**config.mk**
```make
export PLATFORM = sky130hd
export DESIGN_NAME = serial_result_port
export DESIGN_NICKNAME = d
export VERILOG_FILES = /design/src/rtl/srp_pkg.sv /design/src/rtl/srp_sync.sv /design/src/rtl/srp_hist.sv /design/src/rtl/srp_capture.sv /design/src/rtl/srp_shifter.sv /design/src/rtl/serial_result_port.sv
export SDC_FILE = /design/constraint.sdc
export NUM_CORES = 1
export LEC_CHECK = 0
export ABC_AREA = 0
export BUFFER_PORTS_ARGS = -buffer_cell sky130_fd_sc_hd__buf_2
export CAP_MARGIN = 20
export CORE_UTILIZATION = 60
export DETAILED_ROUTE_END_ITERATION = 8
export GPL_ROUTABILITY_DRIVEN = 1
export MAX_ROUTING_LAYER = met4
export PLACE_DENSITY_LB_ADDON = 0.12
export SLEW_MARGIN = 0
export SYNTH_ARGS = -nofsm -noshare
export SYNTH_HDL_FRONTEND = slang
export SYNTH_SLANG_ARGS = --single-unit
```
**constraint.sdc**
```tcl
create_clock -name clk -period 2.6 [get_ports clk]
set_input_delay 0.52 -clock clk [delete_from_list [all_inputs] [get_ports clk]]
set_output_delay 0.52 -clock clk [all_outputs]
set_load 0.01 [all_outputs]
```
**src/rtl/srp_pkg.sv**
```systemverilog
package srp_pkg;
  typedef struct packed {
    logic cs_n;
    logic sclk;
    logic cnv;
    logic busy;
    logic bit_in;
  } pin_t;

  localparam int PIN_W = $bits(pin_t);

  localparam pin_t PIN_RST = '{cs_n: 1'b1, sclk: 1'b0, cnv: 1'b0, busy: 1'b0, bit_in: 1'b0};
endpackage

```
**src/rtl/srp_sync.sv**
```systemverilog
module srp_sync #(
  parameter int W = 1,
  parameter int STAGES = 2,
  parameter logic [W-1:0] RST_VAL = '0
) (
  input  logic         clk,
  input  logic         rst,
  input  logic [W-1:0] din,
  output logic [W-1:0] dout
);
  logic [W-1:0] stg_q [STAGES];

  always_ff @(posedge clk) begin
    if (rst) begin
      for (int i = 0; i < STAGES; i++) stg_q[i] <= RST_VAL;
    end else begin
      stg_q[0] <= din;
      for (int i = 1; i < STAGES; i++) stg_q[i] <= stg_q[i-1];
    end
  end

  assign dout = stg_q[STAGES-1];
endmodule

```
**src/rtl/srp_hist.sv**
```systemverilog
module srp_hist #(
  parameter int W = 1,
  parameter logic [W-1:0] RST_VAL = '0
) (
  input  logic         clk,
  input  logic         rst,
  input  logic [W-1:0] cur,
  output logic [W-1:0] prev
);
  always_ff @(posedge clk) begin
    if (rst) prev <= RST_VAL;
    else     prev <= cur;
  end
endmodule

```
**src/rtl/srp_capture.sv**
```systemverilog
module srp_capture #(
  parameter int W = 16
) (
  input  logic         clk,
  input  logic         rst,
  input  logic         busy_s,
  input  logic         busy_rise,
  input  logic         busy_fall,
  input  logic         cnv_fall,
  input  logic         bit_s,
  output logic [W-1:0] stored_q,
  output logic [W-1:0] stored_d,
  output logic         live_have_d,
  output logic         live_bit_d
);
  logic [W-1:0] acc_q, acc_d;
  logic         have_q, lbit_q;

  always_comb begin
    acc_d       = acc_q;
    live_have_d = have_q;
    live_bit_d  = lbit_q;
    stored_d    = stored_q;
    if (busy_rise) begin
      acc_d       = '0;
      live_have_d = 1'b0;
    end
    if (busy_s && cnv_fall) begin
      acc_d       = {acc_d[W-2:0], bit_s};
      live_have_d = 1'b1;
      live_bit_d  = bit_s;
    end
    if (busy_fall) begin
      stored_d    = acc_q;
      live_have_d = 1'b0;
    end
  end

  always_ff @(posedge clk) begin
    if (rst) begin
      acc_q    <= '0;
      have_q   <= 1'b0;
      lbit_q   <= 1'b0;
      stored_q <= '0;
    end else begin
      acc_q    <= acc_d;
      have_q   <= live_have_d;
      lbit_q   <= live_bit_d;
      stored_q <= stored_d;
    end
  end
endmodule

```
**src/rtl/srp_shifter.sv**
```systemverilog
module srp_shifter #(
  parameter int W = 16
) (
  input  logic         clk,
  input  logic         rst,
  input  logic         load,
  input  logic [W-1:0] load_word,
  input  logic         adv,
  output logic         head_d
);
  logic [W-1:0] sh_q, sh_d;

  always_comb begin
    sh_d = sh_q;
    if (load)     sh_d = load_word;
    else if (adv) sh_d = {sh_q[W-2:0], 1'b0};
  end

  assign head_d = sh_d[W-1];

  always_ff @(posedge clk) begin
    if (rst) sh_q <= '0;
    else     sh_q <= sh_d;
  end
endmodule

```
**src/rtl/serial_result_port.sv**
```systemverilog
module serial_result_port #(
  parameter int DATA_W = 16,
  parameter int SYNC_STAGES = 2
) (
  input  logic clk,
  input  logic rst,
  input  logic cs_n,
  input  logic sclk,
  input  logic cnv_clk,
  input  logic conv_busy,
  input  logic res_bit,
  output logic dout,
  output logic dout_oe
);
  import srp_pkg::*;

  localparam int EDGE_W = 4;
  localparam logic [EDGE_W-1:0] EDGE_RST = PIN_RST[PIN_W-1 -: EDGE_W];

  pin_t              pins_raw, pins_s;
  logic [PIN_W-1:0]  pins_sv;
  logic [EDGE_W-1:0] edge_cur, edge_prev;
  logic cs_s, sclk_s, cnv_s, conv_s, res_s;
  logic cs_fall, sclk_fall, cnv_fall, busy_rise, busy_fall;
  logic [DATA_W-1:0] stored_word, stored_next;
  logic live_have_d, live_bit_d, head_d, out_bit;
  logic dout_q, oe_q;

  assign pins_raw = '{cs_n: cs_n, sclk: sclk, cnv: cnv_clk, busy: conv_busy, bit_in: res_bit};

  srp_sync #(.W(PIN_W), .STAGES(SYNC_STAGES), .RST_VAL(PIN_RST)) u_sync (
    .clk (clk), .rst (rst), .din (pins_raw), .dout (pins_sv)
  );

  assign pins_s = pin_t'(pins_sv);
  assign cs_s   = pins_s.cs_n;
  assign sclk_s = pins_s.sclk;
  assign cnv_s  = pins_s.cnv;
  assign conv_s = pins_s.busy;
  assign res_s  = pins_s.bit_in;

  assign edge_cur = {cs_s, sclk_s, cnv_s, conv_s};

  srp_hist #(.W(EDGE_W), .RST_VAL(EDGE_RST)) u_hist (
    .clk (clk), .rst (rst), .cur (edge_cur), .prev (edge_prev)
  );

  assign cs_fall   = edge_prev[3] & ~cs_s;
  assign sclk_fall = edge_prev[2] & ~sclk_s;
  assign cnv_fall  = edge_prev[1] & ~cnv_s;
  assign busy_rise = ~edge_prev[0] & conv_s;
  assign busy_fall = edge_prev[0] & ~conv_s;

  srp_capture #(.W(DATA_W)) u_cap (
    .clk         (clk),
    .rst         (rst),
    .busy_s      (conv_s),
    .busy_rise   (busy_rise),
    .busy_fall   (busy_fall),
    .cnv_fall    (cnv_fall),
    .bit_s       (res_s),
    .stored_q    (stored_word),
    .stored_d    (stored_next),
    .live_have_d (live_have_d),
    .live_bit_d  (live_bit_d)
  );

  srp_shifter #(.W(DATA_W)) u_shift (
    .clk       (clk),
    .rst       (rst),
    .load      (cs_fall | busy_fall),
    .load_word (stored_next),
    .adv       (sclk_fall & ~conv_s),
    .head_d    (head_d)
  );

  assign out_bit = live_have_d ? live_bit_d : head_d;

  always_ff @(posedge clk) begin
    if (rst) begin
      dout_q <= 1'b0;
      oe_q   <= 1'b0;
    end else begin
      oe_q   <= ~cs_s;
      dout_q <= ~cs_s & out_bit;
    end
  end

  assign dout    = dout_q;
  assign dout_oe = oe_q;
endmodule

```
==> results of run 1 <==
sequential cells by signal (all words and copies together), names as in the netlist:
register        count
dout                1
dout_oe             1
u_cap.acc_q        16
u_cap.have_q        1
u_cap.lbit_q        1
u_cap.stored_q     16
u_hist.prev         4
u_shift.sh_q       16
u_sync.stg_q       10
through the flow:
stage	instance area [µm²]	util, %	hold WS [ns]	power [mW]
floorplan	2472	-	0.3895	1.127
detailed placement	2526	66.50	0.4182	1.143
finish	2745	72.27	0.3582	2.052
global placement	2526	66.50	0.3998	1.139
CTS	2745	72.27	0.3490	2.069
global route	2745	72.27	0.3519	2.118
cell families (layout without fill, tap and decap cells):
| logic type | count (synthesis) | in the layout | synth area share (%) |
|---|---|---|---|
| AND/OR/NAND/NOR | 87 | 87 | 16.55 |
| flip-flops | 66 | 66 | 53.44 |
| multiplexers | 38 | 38 | 16.19 |
| AO/OA/AOI/OAI | 30 | 30 | 9.919 |
| buffers and inverters | 17 | 31 | 3.897 |
cell type report:
class / instances / area [µm²]
Clock buffer: 11 / 141.4
Clock inverter: 5 / 77.57
Fill cell: 282 / 1054
Inverter: 2 / 7.507
Multi-Input combinational cell: 155 / 1060
Sequential cell: 66 / 1321
Tap cell: 48 / 60.06
Timing Repair Buffer: 13 / 77.57
cells in the mapped netlist, types with 3 or more instances:
library cell and number:
buf_6 3, nor2b_1 20, dfxtp_1 66, mux2i_1 22, nor2_1 24, mux2_2 16
a211oi_2 10, nand2b_1 3, a21oi_1 17, nand2_1 32, clkbuf_1 6
metal layers:
layer	global-route usage (%)	vias up
met2	41.07	29
met3	6.724	10
met1	25.93	766
met5	-	-
met4	12.77	0
li1	-	807
critical path, delay by kind of cell (launching register included):
kind | cells | cell delay, ns
AO/OA/AOI/OAI | 1 | 0.43
buffers and inverters | 1 | 0.29
flip-flops | 1 | 0.41
multiplexers | 1 | 0.36
AND/OR/NAND/NOR | 2 | 0.26
power groups by stage:
stage                     logic (mW)  clock network (mW)  registers [mW]
after floorplan               0.0683                   0            1.06
after global placement        0.0784                   0            1.06
after detailed placement      0.0813                   0            1.06
after CTS                     0.0819               0.948            1.04
after global routing          0.0886               0.989            1.04
final                         0.0812               0.932            1.04
final timing paths:
path	end	cells after the start	slack, ns
worst max-delay path	u_shift.sh_q[4]$_SDFFE_PP0P_	5	0.79
worst min-delay path	u_sync.stg_q[0][4]$_SDFF_PP1_	2	0.36
worst max register to register	u_shift.sh_q[4]$_SDFFE_PP0P_	5	0.79
worst min register to register	u_sync.stg_q[0][9]$_SDFF_PP1_	1	0.43
==> impl_metrics.toml, run 1 <==
[cells_and_area]
instances_no_fill = 300
layout_common_cells = "dfxtp_1, nand2_1, nor2_1"
finalNetCount = 254
drive_above_1_share_pct = 23.02
synthToLayoutAreaGrowth_pct = 11.03
diodes = 0
layout_commonest_cell = "dfxtp_1"

[floorplan]
start_util_pct = 65.09
rows = 22
core_area_um2 = 3799
die_x_um = 66.19
ios = 9
die_area_um2 = 4381
fp.dieH_um = 66.19

[critical_path]
worstPathCellList = "nand2b_1 -> a21boi_4 -> buf_4 -> mux2_2 -> nor2_1"
path_class = "register to register"
crit_path_end_kind = "register"
rr_startpoint = "u_sync.stg_q[0][6]$_SDFF_PP0_"
worst-endpoint-required_ns = 2.87
startpoint_type = "register"
arrival_ns = 2.09
critPathLaunch = "u_sync.stg_q[0][6]$_SDFF_PP0_"
crit_fanout = 14
cp_slowest_stage_delay_ns = 0.43
slowest_stage = "a21boi_4"

[sta]
finalMaxSlewViolations = 0
post-route-period-util_pct = 69.77
fin_crit_ns = 1.814
timing.final.ws_setup_ns = 0.7859
finalSetupViolCount = 0
maxSlewHeadroom_pct = 57.02
setup_tns_ns = 0
rsz0062_at_grt = "false"
worst_pin_slew_ns = 0.6428
max_freq_mhz = 551.2
hold_viol_final = 0
skew_ns = 0.004224

[cts]
clk_path_buf_depth = 2
clk_latency_ns = 0.34
clock-sinks = 66
cts_hold_buf = 0
tritoncts = "built"
postCtsSetupBuffers = 0
cts-htree-levels = 3
path_clk_slew_ns = 0.07
clockRootBuffer = "clkbuf_8"
ctsResizeCount = 0
cts_made_buffers = 9

[yosys]
postSynthCellCount = 238
ys_seq_area_share_pct = 53.44
synth_nets = 245
avgSynthCellArea_um2 = 10.39
netlist_top_cells_area = "dfxtp_1, mux2i_1, mux2_2, a211oi_2, nor2b_1"
synth_top_area_cell = "dfxtp_1"
synth_area_um2 = 2472
synthDistinctLibCells = 24
synth_edf_count = 0
synth.top_cell.area_share_pct = 53.44
ys_ff_latch = 66
yosysWarnings = 0
synthArstFlopShare_pct = 0
ys.flop_type = "dfxtp_1"

[route]
drcViolationCount = 0
viasPerCell = 5.373
routed.top_layer = "met4"
drtIter0Drc = 69
antenna_left = 0
route.met2.wl_um = 2095
dr_wl_met3_um = 154
via_count = 1612
drtPass1Iterations = 4
wire_per_inst_um = 14.11
met1_length_um = 1885
wl_um = 4233

[run_status]
status = "finished clean"

[power_and_ir_drop]
sequentialPowerShare_pct = 50.6
pwr-share-comb_pct = 4.0
p_clk_share_pct = 45.4
peakVddDrop_v = 0.0005619
p_switching_mw = 0.4259
intPower_mw = 1.626
power_density_nw_per_um2 = 747.6
sw_frac_of_total_pct = 20.75
p_leak_nw = 1.057

[grt]
grt_start_max_net_pins = 33
grt_overflow_total = 0
grt_pass1_vias = 1664
grt_usage_pct = 24.34
antenna_found_initial = 0
grt_pass1_wl_um = 7431

[placement]
dp_slack_ns = 0.8054
hpwl_um = 2763
post-place-cells = 284
port_buffers = 8
place_congestion = 0.7313

[job]
drv_cap = 0

[worst_hold_path]
hold_class = "input pin to register"
hp-start = "cs_n"
Power figures use the tool's default switching activity.
==> inputs of run 2 (changes only) <==
- clock period: 2.6 -> 1.85 ns (I/O delays scaled with it)
==> impl_metrics.toml, run 2 (synthesis gave the netlist of run 1 again) <==
[cts]
cts-htree-levels = 3
clk_latency_ns = 0.32
clock-sinks = 66
cts_made_buffers = 9
postCtsSetupBuffers = 0
clockRootBuffer = "clkbuf_8"
path_clk_slew_ns = 0.06
ctsResizeCount = 0
tritoncts = "built"
cts_hold_buf = 0
clk_path_buf_depth = 2

[cells_and_area]
synthToLayoutAreaGrowth_pct = 11.84
final_area_um2 = 2765
reg_top3 = "u_cap.acc_q x16, u_cap.stored_q x16, u_shift.sh_q x16"
diodes = 0
layout_common_cells = "dfxtp_1, nand2_1, nor2_1"
n_fill_cell = 282
fin_util_pct = 72.79
layout_commonest_cell = "dfxtp_1"
finalNetCount = 257
drive_above_1_share_pct = 23.62

[sta]
skew_ns = 0.009841
finalSetupViolCount = 0
post-route-period-util_pct = 82.13
max_freq_mhz = 658.1
setup_tns_ns = 0
fin_crit_ns = 1.519
maxSlewHeadroom_pct = 62.97
finalMaxSlewViolations = 0
timing.final.ws_setup_ns = 0.3306
worst_pin_slew_ns = 0.5554
hold_viol_final = 0
rsz0062_at_grt = "false"
holdWs_ns = 0.2326

[route]
drtIter0Drc = 103
via_count = 1605
viasPerCell = 5.315
wl_um = 4119
wire_per_inst_um = 13.64
drcViolationCount = 0
antenna_left = 0
drtPass1Iterations = 4

[grt]
grt_overflow_total = 0
grt_pass1_wl_um = 6996
grt.busiest_layer = "met2"
grtUsageMet3_pct = 5.517
grt_usage_pct = 22.53
antenna_found_initial = 0
grt_use_met1_pct = 24.27
grt_start_max_net_pins = 33
grt_pass1_vias = 1596
use_met2_pct = 38.27

[power_and_ir_drop]
p_leak_nw = 1.072
peakVddDrop_v = 0.0007754
power_density_nw_per_um2 = 1011

[placement]
hpwl_um = 2740
dpl-instance-area_um2 = 2561
port_buffers = 8
dp_slack_ns = 0.3357
place_congestion = 0.8036

[floorplan]
core_area_um2 = 3799
fp.dieH_um = 66.19
start_util_pct = 65.09
die_x_um = 66.19
ios = 9
die_area_um2 = 4381
rows = 22

[worst_hold_path]
hold_class = "input pin to register"
worstHoldPathCells = 2

[critical_path]
crit_path_end_kind = "register"
arrival_ns = 1.72
worst-endpoint-required_ns = 2.05
startpoint_type = "register"
crit_fanout = 18
path_class = "register to register"
rr_worst_depth = 5

[job]
drv_cap = 0

[run_status]
status = "finished clean"
==> run 2: cell count changes in the layout (fill, tap and decap cells not counted), sizes merged <==
cell | before | now
buf | 13 | 16
bufinv | 2 | 1
clkbuf | 11 | 13
clkinv | 2 | 1
clkinvlp | 1 | 0
==> run 2: cell type report <==
cell class,count,area [µm²],area share (%)
clock buffer,13,168.9,6.109
clock inverter,2,35.03,1.267
inverter,2,7.507,0.2715
multi-input combinational,155,1060,38.33
sequential,66,1321,47.78
tap,48,60.06,2.172
timing repair buffer,16,112.6,4.072
==> run 2: metrics by stage <==
| stage | power, mW | cells |
|---|---|---|
| floorplan | 1.584 | 238 |
| global placement | 1.607 | 287 |
| detailed placement | 1.613 | 287 |
| CTS | 2.818 | 302 |
| global route | 2.904 | 302 |
| finish | 2.796 | 302 |
==> run 2: power breakdown <==
group / total, mW / leakage (nW) / switching, mW / internal [mW]
clock network: 1.22 / 0.106 / 0.492 / 0.724
logic: 0.119 / 0.431 / 0.0672 / 0.0522
registers: 1.46 / 0.535 / 0.0127 / 1.45
total: 2.80 / 1.07 / 0.572 / 2.22
==> run 2: layer usage <==
layer | up-vias | routed length [µm]
li1 | 820 | -
met1 | 762 | 1882
met2 | 15 | 2080
met3 | 8 | 92
met4 | 0 | 63
met5 | - | 0
==> run 2: final timing paths <==
path,end,slack [ns],start
max,u_shift.sh_q[6]$_SDFFE_PP0P_,0.33,u_sync.stg_q[0][6]$_SDFF_PP0_
min,u_sync.stg_q[0][4]$_SDFF_PP1_,0.23,cs_n
max reg2reg,u_shift.sh_q[6]$_SDFFE_PP0P_,0.33,u_sync.stg_q[0][6]$_SDFF_PP0_
min reg2reg,u_sync.stg_q[0][9]$_SDFF_PP1_,0.43,u_sync.stg_q[0][4]$_SDFF_PP1_
==> run 2: critical path, cell delays in order, from the launching register on <==
cell      delay, ns
dfxtp_1        0.40
nand2b_1       0.15
buf_4          0.28
mux2_2         0.38
nor2_1         0.13
a211oi_2       0.06
==> inputs of run 3 (changes only) <==
- clock period: 1.85 -> 1.44 ns (I/O delays scaled with it)
==> impl_metrics.toml, run 3 (synthesis gave the netlist of run 1 again) <==
[sta]
finalMaxSlewViolations = 0
max_freq_mhz = 713.0
fin_crit_ns = 1.403
hold_viol_final = 0
holdWs_ns = 0.1355
timing.final.ws_setup_ns = 0.03743
setup_tns_ns = 0
maxSlewHeadroom_pct = 80.02
rsz0062_at_grt = "true"
worst_pin_slew_ns = 0.2966
finalSetupViolCount = 0
post-route-period-util_pct = 97.40
skew_ns = 0.008334

[route]
viasPerCell = 5.314
wire_per_inst_um = 13.86
routed.top_layer = "met4"
drcViolationCount = 0
drtPass1Iterations = 4
met1_length_um = 1940
wl_um = 4325
drtIter0Drc = 70
antenna_left = 0
dr_wl_met3_um = 166
via_count = 1658
route.met2.wl_um = 2165

[cts]
tritoncts = "built"
clockRootBuffer = "clkbuf_8"
cts-htree-levels = 3
clk_path_buf_depth = 2
cts_hold_buf = 0
clk_latency_ns = 0.34
path_clk_slew_ns = 0.07
clock-sinks = 66
cts_made_buffers = 9

[floorplan]
fp.dieH_um = 66.19
die_x_um = 66.19
start_util_pct = 65.09
core_area_um2 = 3799
rows = 22
die_area_um2 = 4381
ios = 9

[grt]
antenna_found_initial = 0
grt_pass1_vias = 1692
grt_overflow_total = 0
grt_pass1_wl_um = 7541
grt_usage_pct = 24.58
grt_start_max_net_pins = 19

[critical_path]
reg2reg_to = "u_shift.sh_q[2]$_SDFFE_PP0P_"
worst-endpoint-required_ns = 1.71
crit_fanout = 8
startpoint_type = "register"
r2r_setup_slack_ns = 0.04
arrival_ns = 1.67
rr_worst_depth = 5
crit_path_end_kind = "register"
rr_startpoint = "u_sync.stg_q[0][6]$_SDFF_PP0_"
path_class = "register to register"

[placement]
post-place-cells = 294
dpl-instance-area_um2 = 2655
dp_slack_ns = 0.04223
port_buffers = 8
place_congestion = 0.7750
hpwl_um = 2943

[cells_and_area]
layout_commonest_cell = "dfxtp_1"
reg_top3 = "u_cap.acc_q x16, u_cap.stored_q x16, u_shift.sh_q x16"
layout_common_cells = "dfxtp_1, nand2_1, mux2i_1"
synthToLayoutAreaGrowth_pct = 18.67
instances_no_fill = 312
finalNetCount = 266
final_area_um2 = 2934
drive_above_1_share_pct = 28.41
diodes = 0
fin_util_pct = 77.24

[power_and_ir_drop]
p_total_mw = 3.855
peakVddDrop_v = 0.001152
p_leak_nw = 1.156
power_density_nw_per_um2 = 1314

[worst_hold_path]
hold_end = "u_sync.stg_q[0][4]$_SDFF_PP1_"
worstHoldPathCells = 2
hp-start = "cs_n"
hold_class = "input pin to register"

[job]
drv_cap = 0

[run_status]
status = "finished clean"
## run 3: how the worst max path moves through the flow
| stage | start | to | slack [ns] | depth (start not counted) |
|---|---|---|---|---|
| floorplan | u_sync.stg_q[0][6]$_SDFF_PP0_ | dout$_SDFF_PP0_ | -0.02 | 5 |
| global placement | u_sync.stg_q[0][6]$_SDFF_PP0_ | u_shift.sh_q[1]$_SDFFE_PP0P_ | 0.1 | 5 |
| detailed placement | u_sync.stg_q[0][6]$_SDFF_PP0_ | dout$_SDFF_PP0_ | 0.04 | 5 |
| CTS | u_sync.stg_q[0][6]$_SDFF_PP0_ | u_shift.sh_q[3]$_SDFFE_PP0P_ | 0.02 | 5 |
| global route | u_sync.stg_q[0][6]$_SDFF_PP0_ | u_shift.sh_q[10]$_SDFFE_PP0P_ | -0.02 | 5 |
| finish | u_sync.stg_q[0][6]$_SDFF_PP0_ | u_shift.sh_q[2]$_SDFFE_PP0P_ | 0.04 | 5 |
## run 3: layer usage
layer | GRT usage (%) | up-vias
li1 | - | 834
met1 | 26.73 | 787
met2 | 40.05 | 31
met3 | 10.86 | 6
met4 | 8.245 | 0
met5 | - | -
## run 3: final cells by class
type	count	area, µm²
fillers	244	864.6
multi-input cells	155	1099
clock buffers	11	131.4
repair buffers	25	209.0
well taps	48	60.06
flip-flops and latches	66	1325
inverters	2	7.507
clock inverters	5	102.6
## run 3: critical path, stage by stage, from the launching register on
cell      delay [ns]
dfxtp_4         0.38
nand2b_4        0.15
a21boi_4        0.23
buf_12          0.16
mux2_2          0.33
nor2_1          0.09
## run 3: report_power, final
group	total [mW]	leakage, nW	internal (mW)	switching [mW]
logic	0.180	0.506	0.0866	0.0933
registers	1.88	0.536	1.86	0.0174
clock network	1.80	0.114	1.15	0.651
total	3.85	1.16	3.09	0.762
## run 3: repair_timing
item | in CTS | in global routing
endpoints found under the setup margin | 0 | 13
buffers inserted | 0 | 2
resized for setup | 0 | 9
